File: src/rtl/pwrup_seq_pkg.sv
package pwrup_seq_pkg;

   typedef enum logic [1:0] {
      PH_HOLD   = 2'd0,
      PH_SETTLE = 2'd1,
      PH_RUN    = 2'd2
   } phase_e;

   function automatic int unsigned max_u(input int unsigned a, input int unsigned b);
      return (a > b) ? a : b;
   endfunction

endpackage

File: src/rtl/pwrup_seq_sync.sv
module pwrup_seq_sync #(
   parameter int unsigned STAGES   = 2,
   parameter logic        INIT_VAL = 1'b1
) (
   input  logic clk,
   input  logic arst,
   input  logic d_i,
   output logic q_o
);

   generate
      if (STAGES < 2) begin : g_bad_stages
         $error("pwrup_seq_sync: STAGES must be at least 2");
      end
   endgenerate

   logic [STAGES-1:0] chain;

   always_ff @(posedge clk or posedge arst) begin
      if (arst) chain[0] <= INIT_VAL;
      else      chain[0] <= d_i;
   end

   generate
      for (genvar s = 1; s < STAGES; s++) begin : g_stage
         always_ff @(posedge clk or posedge arst) begin
            if (arst) chain[s] <= INIT_VAL;
            else      chain[s] <= chain[s-1];
         end
      end
   endgenerate

   assign q_o = chain[STAGES-1];

endmodule

File: src/rtl/pwrup_seq_fsm.sv
module pwrup_seq_fsm
   import pwrup_seq_pkg::*;
#(
   parameter int unsigned POR_EXP  = 17,
   parameter int unsigned STAB_EXP = 18
) (
   input  logic   clk,
   input  logic   arst,
   input  logic   ext_act_i,
   output phase_e phase_o
);

   localparam int unsigned CW = max_u(POR_EXP, STAB_EXP);
   localparam logic [CW-1:0] HOLD_LAST   = CW'((64'd1 << POR_EXP) - 64'd1);
   localparam logic [CW-1:0] SETTLE_LAST = CW'((64'd1 << STAB_EXP) - 64'd1);

   generate
      if (POR_EXP < 1 || POR_EXP > 30) begin : g_bad_por
         $error("pwrup_seq_fsm: POR_EXP out of range 1..30");
      end
      if (STAB_EXP < 1 || STAB_EXP > 30) begin : g_bad_stab
         $error("pwrup_seq_fsm: STAB_EXP out of range 1..30");
      end
   endgenerate

   phase_e        phase;
   logic [CW-1:0] cnt;

   always_ff @(posedge clk or posedge arst) begin
      if (arst) begin
         phase <= PH_HOLD;
         cnt   <= '0;
      end else begin
         unique case (phase)
            PH_HOLD: begin
               if (cnt == HOLD_LAST) begin
                  phase <= PH_SETTLE;
                  cnt   <= '0;
               end else begin
                  cnt <= cnt + 1'b1;
               end
            end
            PH_SETTLE: begin
               if (ext_act_i) begin
                  cnt <= '0;
               end else if (cnt == SETTLE_LAST) begin
                  phase <= PH_RUN;
                  cnt   <= '0;
               end else begin
                  cnt <= cnt + 1'b1;
               end
            end
            PH_RUN: begin
               cnt <= '0;
               if (ext_act_i) phase <= PH_SETTLE;
            end
            default: begin
               phase <= PH_HOLD;
               cnt   <= '0;
            end
         endcase
      end
   end

   assign phase_o = phase;

   // the hold counter advances by one on every edge until it leaves the hold
   assert_hold_step_R1: assert property (@(posedge clk) disable iff (arst)
      (phase == PH_HOLD) |=> (phase == PH_SETTLE || cnt == $past(cnt) + 1'b1));

   // release is reached only from the settle phase
   assert_release_from_settle_R2: assert property (@(posedge clk) disable iff (arst)
      (phase == PH_RUN && $past(phase) != PH_RUN) |-> $past(phase) == PH_SETTLE);

   // an external reset seen while running returns to settle on the next edge
   assert_ext_restart_R6: assert property (@(posedge clk) disable iff (arst)
      (phase == PH_RUN && ext_act_i) |=> (phase == PH_SETTLE && cnt == '0));

   // an external reset seen during settle holds the counter at zero
   assert_settle_hold_R5: assert property (@(posedge clk) disable iff (arst)
      (phase == PH_SETTLE && ext_act_i) |=> (phase == PH_SETTLE && cnt == '0));

   // the hold phase never goes anywhere but settle
   assert_hold_exit_R4: assert property (@(posedge clk) disable iff (arst)
      (phase == PH_HOLD) |=> (phase == PH_HOLD || phase == PH_SETTLE));

endmodule

File: src/rtl/pwrup_seq_hiz.sv
module pwrup_seq_hiz
   import pwrup_seq_pkg::*;
#(
   parameter int unsigned GA_W = 1,
   parameter int unsigned GB_W = 1,
   parameter int unsigned GC_W = 1
) (
   input  logic            clk,
   input  logic            arst,
   input  phase_e          phase_i,
   input  logic            ext_act_i,
   output logic [GA_W-1:0] hiz_a_o,
   output logic [GB_W-1:0] hiz_b_o,
   output logic [GC_W-1:0] hiz_c_o
);

   generate
      if (GA_W < 1 || GB_W < 1 || GC_W < 1) begin : g_bad_width
         $error("pwrup_seq_hiz: group widths must be at least 1");
      end
   endgenerate

   logic in_hold, in_reset, post_hold;

   always_comb begin
      in_hold   = (phase_i == PH_HOLD);
      in_reset  = (phase_i != PH_RUN);
      post_hold = in_reset && !in_hold;
   end

   assign hiz_a_o = {GA_W{in_reset}};
   assign hiz_b_o = {GB_W{(in_hold && ext_act_i) || post_hold}};
   assign hiz_c_o = {GC_W{post_hold}};

   // group C is never forced during the hold
   assert_grpc_quiet_R9: assert property (@(posedge clk) disable iff (arst)
      (phase_i == PH_HOLD) |-> (hiz_c_o == '0));

   // group A covers every cycle of reset
   assert_grpa_cover_R7: assert property (@(posedge clk) disable iff (arst)
      (phase_i != PH_RUN) |-> (&hiz_a_o));

   // groups A and B are both released while running
   assert_release_all_R8: assert property (@(posedge clk) disable iff (arst)
      (phase_i == PH_RUN) |-> (hiz_a_o == '0 && hiz_b_o == '0 && hiz_c_o == '0));

endmodule

File: src/rtl/pwrup_seq.sv
module pwrup_seq
   import pwrup_seq_pkg::*;
#(
   parameter int unsigned POR_EXP     = 17,
   parameter int unsigned STAB_EXP    = 18,
   parameter int unsigned SYNC_STAGES = 2,
   parameter int unsigned GA_W        = 8,
   parameter int unsigned GB_W        = 8,
   parameter int unsigned GC_W        = 8
) (
   input  logic            osc_clk,
   input  logic            por_det,
   input  logic            ext_rst_n,
   output logic            int_rst_n,
   output logic            clk_en,
   output logic [GA_W-1:0] hiz_a,
   output logic [GB_W-1:0] hiz_b,
   output logic [GC_W-1:0] hiz_c
);

   logic   ext_sync_n;
   logic   ext_act;
   phase_e phase;

   pwrup_seq_sync #(
      .STAGES   (SYNC_STAGES),
      .INIT_VAL (1'b1)
   ) u_sync (
      .clk  (osc_clk),
      .arst (por_det),
      .d_i  (ext_rst_n),
      .q_o  (ext_sync_n)
   );

   assign ext_act = ~ext_sync_n;

   pwrup_seq_fsm #(
      .POR_EXP  (POR_EXP),
      .STAB_EXP (STAB_EXP)
   ) u_fsm (
      .clk       (osc_clk),
      .arst      (por_det),
      .ext_act_i (ext_act),
      .phase_o   (phase)
   );

   pwrup_seq_hiz #(
      .GA_W (GA_W),
      .GB_W (GB_W),
      .GC_W (GC_W)
   ) u_hiz (
      .clk       (osc_clk),
      .arst      (por_det),
      .phase_i   (phase),
      .ext_act_i (ext_act),
      .hiz_a_o   (hiz_a),
      .hiz_b_o   (hiz_b),
      .hiz_c_o   (hiz_c)
   );

   assign clk_en    = (phase != PH_HOLD);
   assign int_rst_n = (phase == PH_RUN);

   // clocks are running whenever reset is released
   assert_clk_before_rel_R6: assert property (@(posedge osc_clk) disable iff (por_det)
      int_rst_n |-> clk_en);

   // once the clocks have started, only a power-on event stops them
   assert_clk_sticky_R6: assert property (@(posedge osc_clk) disable iff (por_det)
      clk_en |=> clk_en);

endmodule

File: config.mk
export PLATFORM = sky130hd
export DESIGN_NAME = pwrup_seq
export DESIGN_NICKNAME = d
export VERILOG_FILES = /design/src/rtl/pwrup_seq_pkg.sv /design/src/rtl/pwrup_seq_sync.sv /design/src/rtl/pwrup_seq_fsm.sv /design/src/rtl/pwrup_seq_hiz.sv /design/src/rtl/pwrup_seq.sv
export SDC_FILE = /design/constraint.sdc
export NUM_CORES = 1
export LEC_CHECK = 0
export BUFFER_PORTS_ARGS = -buffer_cell sky130_fd_sc_hd__buf_2
export CAP_MARGIN = 40
export CORE_MARGIN = 5
export CORE_UTILIZATION = 52
export DETAILED_ROUTE_END_ITERATION = 8
export PLACE_DENSITY = 0.77
export SKIP_LAST_GASP = 1
export SYNTH_ARGS = -nofsm -noshare
export SYNTH_HDL_FRONTEND = slang
export SYNTH_SLANG_ARGS = --single-unit
File: constraint.sdc
create_clock -name osc_clk -period 1.96 [get_ports osc_clk]
set_input_delay 0.098 -clock osc_clk [delete_from_list [all_inputs] [get_ports osc_clk]]
set_output_delay 0.098 -clock osc_clk [all_outputs]
set_load 0.01 [all_outputs]
; After elaboration in Yosys (flattened, before gate mapping)
; Index checks and enable logic that the tools add are counted.
[classes]
bitwise_logic = 1
add_sub_neg = 1
n_div = 0
reduce_logical = 7
multipliers = 0
magnitude_cmp = 0
shifts = 0
mux = 9
eq_ne = 9
[op_table]
columns = operator, n
row1 = 2-to-1 mux 18 bit, 3
row2 = one-hot mux 18 bit (2 select lines), 1
row3 = adder 18 x 1 -> 18 bit (second input constant), 1
row4 = == test 18 x 17 -> 1 bit (second input constant), 1
row5 = == test 18 bit (second input constant), 1
row6 = 2-to-1 mux 2 bit, 4
row7 = inequality test 2 bit (second input constant), 4
row8 = one-hot mux 2 bit (3 select lines), 1
row9 = AND reduction 4 bit, 1
row10 = == test 2 x 1 -> 1 bit (second input constant), 1
row11 = == test 2 bit (second input constant), 1
row12 = logical AND 1 bit, 2
row13 = logical NOT 2 bit, 1
row14 = inequality test 2 x 1 -> 1 bit (second input constant), 1
row15 = nonzero test 2 bit, 1
row16 = logical NOT 1 bit, 1
row17 = logical OR 1 bit, 1
row18 = NOT 1 bit, 1
[word_totals]
word_cells = 31
regBits = 22
mem_count = 0
romBits = 0
out_inout_bits = 26
input_bits = 3
ram_bits = 0
latchBits = 0

; Depth between registers and ports, before layout
; Gate-level depths: netlist of the first run.
[logic_depth]
depth_word = 4
depth_mapped = 7
ltp_nobuf = 5

; Cells and area by module
; Synthesis of the first run repeated with hierarchy kept, for this count alone.
[hier_totals]
hier_cells = 137
area_unflattened_um2 = 1337.5
[by_module_without_submodules]
columns = module, seq_area_each_um2, cells_per_inst, area_per_inst_um2, n_inst
row1 = pwrup_seq_fsm, 500.5, 104, 1071.0, 1
row2 = pwrup_seq_hiz, 0.0, 27, 193.9, 1
row3 = pwrup_seq_sync, 52.6, 3, 56.3, 1
row4 = pwrup_seq, 0.0, 3, 16.3, 1

; Worst setup path after synthesis of the first run
; No wires, ideal clock.
[synth_path]
path_kind = register to register
from = reg u_fsm.cnt[0]
to = reg u_fsm.phase[1], in the netlist u_fsm.phase_o[1]
setup_time_ns = 0.077
setup_slack_ns = 0.209
arrival_time_ns = 1.674
period_less_slack_ns = 1.751
stages_incl_launch_ff = 6
n_path_buf = 0
required_ns = 1.883
cell_sequence = dfrtp_1 -> ha_1 -> nand3_1 -> or4_4 -> or3_1 -> a21oi_1
[synth_between]
elab_chain_len = 3
elab_cells_between_ends = 5
cone_classes = eq/ne: 4 / reduce/logical: 1
[synth_rtl]
columns = element, line
row1 = start: declaration, pwrup_seq_fsm.sv:27  ; logic [CW-1:0] cnt;
row2 = start signal: assignment, pwrup_seq_fsm.sv:40  ; cnt <= cnt + 1'b1;
row3 = start signal: assignment, pwrup_seq_fsm.sv:50  ; cnt <= cnt + 1'b1;
row4 = == test 18 x 17 -> 1 bit / == test 18 bit (equally long branches), "pwrup_seq_fsm.sv:36, pwrup_seq_fsm.sv:46"
row5 = inequality test 2 bit (no source line) / inequality test 2 x 1 -> 1 bit (equally long branches), --
row6 = AND reduction 4 bit (no source line) *, --
row7 = end signal: assignment, pwrup_seq_fsm.sv:31  ; phase <= PH_HOLD;
row8 = end signal: assignment, pwrup_seq_fsm.sv:37  ; phase <= PH_SETTLE;
row9 = end signal: assignment, pwrup_seq_fsm.sv:47  ; phase <= PH_RUN;
row10 = end: declaration, pwrup_seq_fsm.sv:26  ; phase_e phase;
; Mark *: on every way between the ends. The rest lies on a longest branch, timed or not.
; A chain may end at the register's enable or synchronous reset.

; Worst setup path after layout of the first run
[layout_path]
from = reg u_fsm.cnt[4]
to = reg u_fsm.phase[1], in the netlist u_fsm.phase_o[1]
; The elaborated chain is that of the path after synthesis.

==> impl_metrics.env, run 1 <==
export IMPL_max_freq_mhz=566
export IMPL_routedWlPerCell_um=12.1
export IMPL_maxCapViolations=0
export IMPL_postSynthAreaPerCell_um2=9.59
export IMPL_drc=0
export IMPL_hold_viol_final=0
export IMPL_fin_worst_skew_ps=0.966
export IMPL_gr_total_overflow=0
export IMPL_synth_cell_types=28
export IMPL_dp_hpwl_um=1570
export IMPL_area_growth_pct=4.68
export IMPL_cts_tree="done"
export IMPL_nFillCells=216
export IMPL_fin_crit_sh_pct=90.2
export IMPL_syn_cell_area_um2=1260
export IMPL_syn_inst=131
export IMPL_totalWireLength_um=2050
export IMPL_rsz0062_at_grt="false"
export IMPL_clock_root_buffer="clkbuf_4"
export IMPL_crit_path_start_kind="flop"
export IMPL_grt_most_used_layer="met2"
export IMPL_grt_use_total_pct=13.2
export IMPL_routabilityCongestion=0.770
export IMPL_cts_buffers_inserted=3
export IMPL_cpMaxStageDelayCell="or4_4"
export IMPL_critPathArrivalTime_ps=1990
export IMPL_syn_nets=135
export IMPL_slew_headroom_pct=45.9
export IMPL_status="completed"
export IMPL_final_nets=147
export IMPL_core_um2=2250
export IMPL_required_ps=2180
export IMPL_grt_pass1_vias=822
export IMPL_use_met2_pct=23.5
export IMPL_path_class="reg -> reg"
export IMPL_drive_above_1_share_pct=28.9
export IMPL_io_buffers=28
export IMPL_path_clk_slew_ps=110
export IMPL_start_util_pct=55.7
export IMPL_power_frac_clock_pct=29.3
export IMPL_final_antenna_net_count=0
export IMPL_post_cts_buffers=0
export IMPL_io_pins=29
export IMPL_hold_path_class="reg -> reg"
export IMPL_clk_path_buf_depth=2
export IMPL_diodes=0
export IMPL_post_cts_resized=0
export IMPL_placed_area_um2=1270
export IMPL_p_switching_w=0.000143
export IMPL_critPathMaxStageDelay_ps=530
export IMPL_vias=856
export IMPL_totalNegativeSetupSlack_ps=0
export IMPL_p_per_area_nw_per_um2=524
export IMPL_p_leak_nw=0.637
export IMPL_grt_max_degree=23
export IMPL_min_period_ps=1770
export IMPL_die_w_um=59.2
export IMPL_final_cell_area_um2=1320
export IMPL_grt_pass1_wl_um=3600
export IMPL_clock_latency_ps=290
export IMPL_yosysWarnings=0
export IMPL_seq_area_frac_synth_pct=44.0
export IMPL_p_comb_share_pct=4.2
export IMPL_die_h_um=59.2
export IMPL_critPathCaptureType="flop"
export IMPL_first_iter_violations=18
export IMPL_setup_viol=0
export IMPL_crit_chain="nand4_4 -> or4_4 -> or3_1 -> a21oi_1"
export IMPL_htree_levels=1
export IMPL_worst_path_max_fanout=9
export IMPL_instances_no_fill=170
export IMPL_met3_usage_pct=1.96
export IMPL_seq_area_um2=553
export IMPL_fp_row_count=17
export IMPL_drv_slew=0
export IMPL_dp_cells=164
export IMPL_firstDrtPassIters=2
export IMPL_via_per_inst=5.04
export IMPL_numClockSinks=22
export IMPL_multi_input_area_um2=495
export IMPL_ir_worst_vdd_mv=0.488
export IMPL_grt_antenna_before_repair=0
export IMPL_p_seq_share_pct=66.5
export IMPL_worst_pin_slew_ps=810
export IMPL_p_int_w=0.000547
export IMPL_die_area_um2=3500
export IMPL_grtUsageMet1_pct=16.0
export IMPL_ys_ff_latch=22
export IMPL_switching_share_pct=20.7
[synth_stat cells (all sizes together)]
master  instances  area, µm²
inv             6       22.5
nor2           18       67.6
dfstp           2       52.6
dfrtp          20        500
buf            24        178
and4            1       8.76
clkbuf          2       7.51
nor4            2       12.5
nand3           6       30.0
ha              1       12.5
a31o            1       8.76
xnor2           9       78.8
nor3            4       20.0
a21oi           3       15.0
o21bai          1       7.51
or2             1       6.26
or4             3       30.0
nor2b           1       6.26
or3             4       25.0
o21ai           4       20.0
nand2           5       18.8
nand4           5       61.3
xor2            6       52.6
nand2b          1       6.26
a21o            1       7.51
[through the flow]
| stage | hold WS, ps | setup slack (ps) | util (%) | total power [W] |
|---|---|---|---|---|
| after floorplan | 85.7 | 209 | - | 0.000491 |
| after global placement | 203 | 282 | 56.3 | 0.000493 |
| after detailed placement | 205 | 205 | 56.3 | 0.000494 |
| after CTS | 369 | 179 | 58.3 | 0.000703 |
| after global routing | 372 | 66.0 | 58.3 | 0.000726 |
| final | 367 | 192 | 58.3 | 0.000689 |
[registers in the layout, indices dropped and copies added, names as in the netlist]
| signal | cells |
|---|---|
| u_fsm.cnt | 18 |
| u_fsm.phase_o | 2 |
| u_sync.chain | 1 |
| u_sync.q_o | 1 |
[cells by family after synthesis]
group | count (synthesis) | share of synthesized area [%]
DFF | 22 | 44.0
and+or+nand+nor | 51 | 23.3
buffers and inverters | 32 | 16.5
adders and majority gates | 1 | 0.996
xor gates and xnor gates | 15 | 10.5
AOI/OAI and AO/OA | 10 | 4.68
[power by group through the flow]
stage | sequential (W) | clock, W | combinational, W
final | 0.000458 | 0.000202 | 0.0000290
after global placement | 0.000467 | 0 | 0.0000266
after detailed placement | 0.000467 | 0 | 0.0000272
after global routing | 0.000459 | 0.000235 | 0.0000328
after CTS | 0.000458 | 0.000215 | 0.0000300
after floorplan | 0.000467 | 0 | 0.0000246
[layer usage]
layer / share of wire (%) / routed length, µm
met5: 0 / 0
met4: 0.63 / 13
met3: 6.6 / 135
met2: 49 / 1010
met1: 43 / 887
[final cells by class]
type | count | area share (%)
flip-flops and latches | 22 | 42.1
multi-input cells | 77 | 37.7
repair buffers | 33 | 13.9
well taps | 28 | 2.66
clock buffers | 4 | 2.00
inverters | 6 | 1.71
[worst paths after layout]
kind,start,endpoint,slack [ps],cells past startpoint
setup / recovery,u_fsm.cnt[4],u_fsm.phase_o[1],190,4
hold / removal,u_sync.chain[0],u_sync.q_o,370,0
setup reg to reg,u_fsm.cnt[4],u_fsm.phase_o[1],190,4
hold reg to reg,u_sync.chain[0],u_sync.q_o,370,0
max in group asynchronous,por_det,u_fsm.cnt[5],970,3
min in group asynchronous,por_det,u_fsm.cnt[2],490,3
[layout by cell type, fill, tap and decap left out, types with 4 or more instances in the layout]
cell     count
buf_2       28
dfrtp_1     20
inv_1        6
nand2_1      5
nand3_1      6
nor2_1      18
nor3_1       4
o21ai_0      4
or3_1        4
xnor2_1      9
xor2_1       6
[worst max-delay path: cells and delay by family (launching register included)]
kind               cells  cell delay [ps]
and+or+nand+nor        3             1080
AOI/OAI and AO/OA      1              150
DFF                    1              470
[repair_timing]
action | in CTS | in global routing
hold buffers | 2 | 0
hold endpoints to repair | 21 | 0
setup endpoints to repair | 0 | 0
(Power assumes the default switching activity.)
==> run 2: changes to the inputs <==
--- a/config.mk
+++ b/config.mk
@@ -8,9 +8,9 @@
 export BUFFER_PORTS_ARGS = -buffer_cell sky130_fd_sc_hd__buf_2
 export CAP_MARGIN = 40
 export CORE_MARGIN = 5
-export CORE_UTILIZATION = 52
+export CORE_UTILIZATION = 50
 export DETAILED_ROUTE_END_ITERATION = 8
-export PLACE_DENSITY = 0.77
+export PLACE_DENSITY = 0.75
 export SKIP_LAST_GASP = 1
 export SYNTH_ARGS = -nofsm -noshare
 export SYNTH_HDL_FRONTEND = slang
==> run 2 against run 1 <==
Against the previous run: critical path depth up 1; maximum frequency shrank 1.6%; via count rose by 3.3%; wire length increased by 4.3%; first-iteration DRC count up 130%; hold slack improved by 8.2 ps; utilization down 3.1 points; clock power increased by 68%; critical path type unchanged; critical endpoint unchanged; largest power group unchanged.
==> impl_metrics.env, run 2 (same netlist as run 1, synthesis figures left out) <==
export IMPL_status="completed"
export IMPL_area_growth_pct=6.97
export IMPL_drv_slew=0
export IMPL_clock_root_buffer="clkbuf_4"
export IMPL_start_util_pct=51.6
export IMPL_routabilityCongestion=0.817
export IMPL_final_cell_area_um2=1340
export IMPL_crit_path_start_kind="flop"
export IMPL_max_freq_mhz=557
export IMPL_clk_path_buf_depth=2
export IMPL_setup_worst_path_end="u_fsm.phase_o[1]"
export IMPL_p_leak_nw=0.650
export IMPL_first_iter_violations=42
export IMPL_gr_total_overflow=0
export IMPL_grt_antenna_before_repair=0
export IMPL_hold_viol_final=0
export IMPL_io_pins=29
export IMPL_r2r_start="u_fsm.cnt[0]"
export IMPL_startpoint="u_fsm.cnt[0]"
export IMPL_fin_worst_skew_ps=7.91
export IMPL_rsz0062_at_grt="false"
export IMPL_drc=0
export IMPL_rr_worst_depth=5
export IMPL_path_class="reg -> reg"
export IMPL_htree_levels=1
export IMPL_final_antenna_net_count=0
export IMPL_vias=884
export IMPL_via_per_inst=5.14
export IMPL_firstDrtPassIters=4
export IMPL_worst_pin_slew_ps=806
export IMPL_cts_tree="done"
export IMPL_dp_hpwl_um=1640
export IMPL_setup_viol=0
export IMPL_cts_buffers_inserted=3
export IMPL_worst_path_max_fanout=5
export IMPL_grt_pass1_wl_um=3620
export IMPL_post_cts_resized=0
export IMPL_diodes=0
export IMPL_final_nets=147
export IMPL_grt_pass1_vias=821
export IMPL_clock_latency_ps=300
export IMPL_required_ps=2200
export IMPL_numClockSinks=22
export IMPL_grt_use_total_pct=13.6
export IMPL_p_per_area_nw_per_um2=616
export IMPL_fin_crit_sh_pct=91.6
export IMPL_hold_path_class="reg -> reg"
export IMPL_min_period_ps=1800
export IMPL_placed_area_um2=1270
export IMPL_nFillCells=215
export IMPL_totalNegativeSetupSlack_ps=0
export IMPL_drive_above_1_share_pct=29.6
export IMPL_totalWireLength_um=2140
export IMPL_fp_row_count=18
export IMPL_seq_area_um2=553
export IMPL_slew_headroom_pct=46.2
export IMPL_post_cts_buffers=0
export IMPL_routedWlPerCell_um=12.4
export IMPL_critPathCaptureType="flop"
export IMPL_core_um2=2430
export IMPL_final_cell_mix="28 x buf_2, 20 x dfrtp_1, 18 x nor2_1"
export IMPL_die_w_um=60.1
export IMPL_grt_max_degree=23
export IMPL_worst_r2r_endpoint="u_fsm.phase_o[1]"
export IMPL_die_area_um2=3620
export IMPL_cts_hold_buf=2
export IMPL_die_h_um=60.1
export IMPL_mostFrequentLayoutCell="buf_2"
export IMPL_critPathArrivalTime_ps=2030
export IMPL_path_clk_slew_ps=120
export IMPL_ir_worst_vdd_mv=0.379
export IMPL_ff2ff_setup_slack_ps=160
export IMPL_largest_reg_flops=18
export IMPL_maxCapViolations=0
export IMPL_multi_input_area_um2=495
export IMPL_io_buffers=28
export IMPL_regMostFlops="u_fsm.cnt"
-- run 2: changes by cell type in the layout (fill, tap and decap cells not counted), sizes merged --
cell / delta
bufinv: +1
clkbuf: -1
-- run 2: metal layers --
layer / wire (µm) / global-route usage [%] / up-vias
met5: 0 / 0 / -
met3: 136 / 2.59 / 6
met1: 840 / 14.6 / 413
met2: 1100 / 24.4 / 29
li1: - / - / 436
met4: 63 / 7.59 / 0
-- run 2: per-stage QoR --
step	setup WS [ps]	power, W	hold slack (ps)	util [%]	std cells
2_1_floorplan	209	0.000491	85.7	-	131
3_3_place_gp	277	0.000493	203	52.3	166
3_5_place_dp	190	0.000494	206	52.3	166
4_1_cts	161	0.000837	375	55.2	172
5_1_grt	23.9	0.000860	379	55.2	172
6_report	164	0.000827	375	55.2	172
-- run 2: how the worst min path moves through the flow --
stage / start / end / slack (ps) / cells after the start
2_1_floorplan: por_det / u_fsm.cnt[0] / 90 / 1
3_3_place_gp: ext_rst_n / u_sync.chain[0] / 200 / 1
3_5_place_dp: ext_rst_n / u_sync.chain[0] / 210 / 1
4_1_cts: u_sync.chain[0] / u_sync.q_o / 380 / 0
5_1_grt: u_sync.chain[0] / u_sync.q_o / 380 / 0
6_report: u_sync.chain[0] / u_sync.q_o / 380 / 0
-- run 2: worst max-delay path, stage by stage (launching register included) --
cell,delay [ps]
dfrtp_1,430
ha_1,220
nand3_1,110
or4_4,440
or3_1,370
a21oi_1,160
-- run 2: area by class of cell --
class | instances | area share, %
Clock buffer | 3 | 1.68
Clock inverter | 1 | 2.23
Inverter | 6 | 1.68
Multi-Input combinational cell | 77 | 36.9
Sequential cell | 22 | 41.2
Tap cell | 30 | 2.79
Timing Repair Buffer | 33 | 13.6
-- run 2: power breakdown --
group	total, W	switching (W)	internal (W)
Combinational	0.0000291	0.0000190	0.0000101
Sequential	0.000459	0.00000111	0.000458
Clock	0.000340	0.000133	0.000207
Total	0.000827	0.000153	0.000674
==> run 3: changes to the inputs <==
--- a/config.mk
+++ b/config.mk
@@ -11,6 +11,7 @@
 export CORE_UTILIZATION = 50
 export DETAILED_ROUTE_END_ITERATION = 8
 export PLACE_DENSITY = 0.75
+export RECOVER_POWER = 50
 export SKIP_LAST_GASP = 1
 export SYNTH_ARGS = -nofsm -noshare
 export SYNTH_HDL_FRONTEND = slang
==> run 3 against run 2 <==
Against the previous run: global-route usage unchanged; hold slack unchanged; worst setup slack about the same; maximum frequency about the same.
==> impl_metrics.env, run 3 (same netlist as run 1, synthesis figures left out) <==
export IMPL_io_buffers=28
export IMPL_post_cts_buffers=0
export IMPL_status="completed"
export IMPL_grt_antenna_before_repair=0
export IMPL_via_per_inst=5.13
export IMPL_clk_path_buf_depth=2
export IMPL_grt_pass1_wl_um=3620
export IMPL_ir_worst_vdd_mv=0.379
export IMPL_max_freq_mhz=557
export IMPL_p_leak_nw=0.608
export IMPL_p_per_area_nw_per_um2=622
export IMPL_htree_levels=1
export IMPL_routedWlPerCell_um=12.5
export IMPL_fin_util_pct=54.7
export IMPL_min_period_ps=1800
export IMPL_fp_row_count=18
export IMPL_final_nets=147
export IMPL_path_clk_slew_ps=120
export IMPL_maxCapViolations=0
export IMPL_start_util_pct=51.6
export IMPL_io_pins=29
export IMPL_dp_hpwl_um=1640
export IMPL_critPathArrivalTime_ps=2030
export IMPL_hold_viol_final=0
export IMPL_firstDrtPassIters=4
export IMPL_path_class="reg -> reg"
export IMPL_hold_depth=0
export IMPL_gr_total_overflow=0
export IMPL_die_w_um=60.1
export IMPL_core_um2=2430
export IMPL_die_area_um2=3620
export IMPL_worst_pin_slew_ps=806
export IMPL_clock_root_buffer="clkbuf_4"
export IMPL_grt_max_degree=23
export IMPL_routabilityCongestion=0.817
export IMPL_instances_no_fill=172
export IMPL_drc=0
export IMPL_final_antenna_net_count=0
export IMPL_slew_headroom_pct=46.2
export IMPL_diodes=0
export IMPL_drv_slew=0
export IMPL_grt_pass1_vias=821
export IMPL_hold_path_class="reg -> reg"
export IMPL_totalNegativeSetupSlack_ps=0
export IMPL_required_ps=2200
export IMPL_final_cell_mix="20 x dfrtp_1, 18 x nor2_1, 17 x buf_2"
export IMPL_cts_buffers_inserted=3
export IMPL_largest_reg_flops=18
export IMPL_setup_viol=0
export IMPL_fin_worst_skew_ps=7.97
export IMPL_whs_ps=375
export IMPL_clock_latency_ps=300
export IMPL_cts_tree="done"
export IMPL_drive_above_1_share_pct=21.8
export IMPL_rr_worst_depth=5
export IMPL_rsz0062_at_grt="false"
export IMPL_area_growth_pct=5.88
export IMPL_vias=882
export IMPL_regMostFlops="u_fsm.cnt"
export IMPL_numClockSinks=22
export IMPL_grt_use_total_pct=13.6
export IMPL_totalWireLength_um=2150
export IMPL_fin_crit_sh_pct=91.6
export IMPL_mostFrequentLayoutCell="dfrtp_1"
export IMPL_critPathCaptureType="flop"
export IMPL_worst_path_max_fanout=5
export IMPL_crit_path_start_kind="flop"
export IMPL_nFillCells=226
export IMPL_first_iter_violations=43
export IMPL_dp_cells=166
export IMPL_die_h_um=60.1
[run 3: critical path, stage by stage, from the launching register on]
cell     delay, ps
dfrtp_1        430
ha_1           220
nand3_1        110
or4_4          440
or3_1          370
a21oi_1        160
[run 3: timing repair]
action                                 CTS  global route
hold buffers                             2             0
endpoints found under the hold margin   21             0
resized for setup                        0             0
[run 3: worst paths after layout]
kind / start / to / slack (ps)
max in group asynchronous: por_det / u_fsm.cnt[16] / 980
setup / recovery: u_fsm.cnt[0] / u_fsm.phase_o[1] / 160
hold reg to reg: u_sync.chain[0] / u_sync.q_o / 380
hold / removal: u_sync.chain[0] / u_sync.q_o / 380
min in group asynchronous: por_det / u_fsm.phase_o[1] / 480
setup reg to reg: u_fsm.cnt[0] / u_fsm.phase_o[1] / 160
[run 3: report_power, final]
part | switching (W) | total [W] | internal [W] | leakage [nW]
combinational | 0.0000190 | 0.0000291 | 0.0000101 | 0.294
sequential | 0.00000111 | 0.000459 | 0.000458 | 0.286
clock | 0.000133 | 0.000340 | 0.000207 | 0.0279
total | 0.000153 | 0.000828 | 0.000674 | 0.608
[run 3: stage by stage]
step	worst slack, ps	power (W)	area (µm²)
after floorplan	209	0.000491	1260
after global placement	277	0.000493	1270
after detailed placement	190	0.000494	1270
after CTS	161	0.000837	1340
after global routing	23.9	0.000860	1330
final	164	0.000828	1330
[run 3: cell type report]
cell class / count / area (µm²) / area share, %
clock buffers: 3 / 22.5 / 1.69
multi-input cells: 77 / 495 / 37.3
repair buffers: 33 / 169 / 12.7
inverters: 6 / 22.5 / 1.69
well taps: 30 / 37.5 / 2.82
clock inverters: 1 / 30.0 / 2.26
flip-flops and latches: 22 / 553 / 41.6
[run 3: per-layer routing]
layer | vias up | global-route usage [%] | wire [µm]
met5 | - | 0 | 0
met4 | 0 | 7.59 | 63
met3 | 6 | 2.59 | 144
met2 | 29 | 24.4 | 1100
met1 | 412 | 14.6 | 841
li1 | 435 | - | -
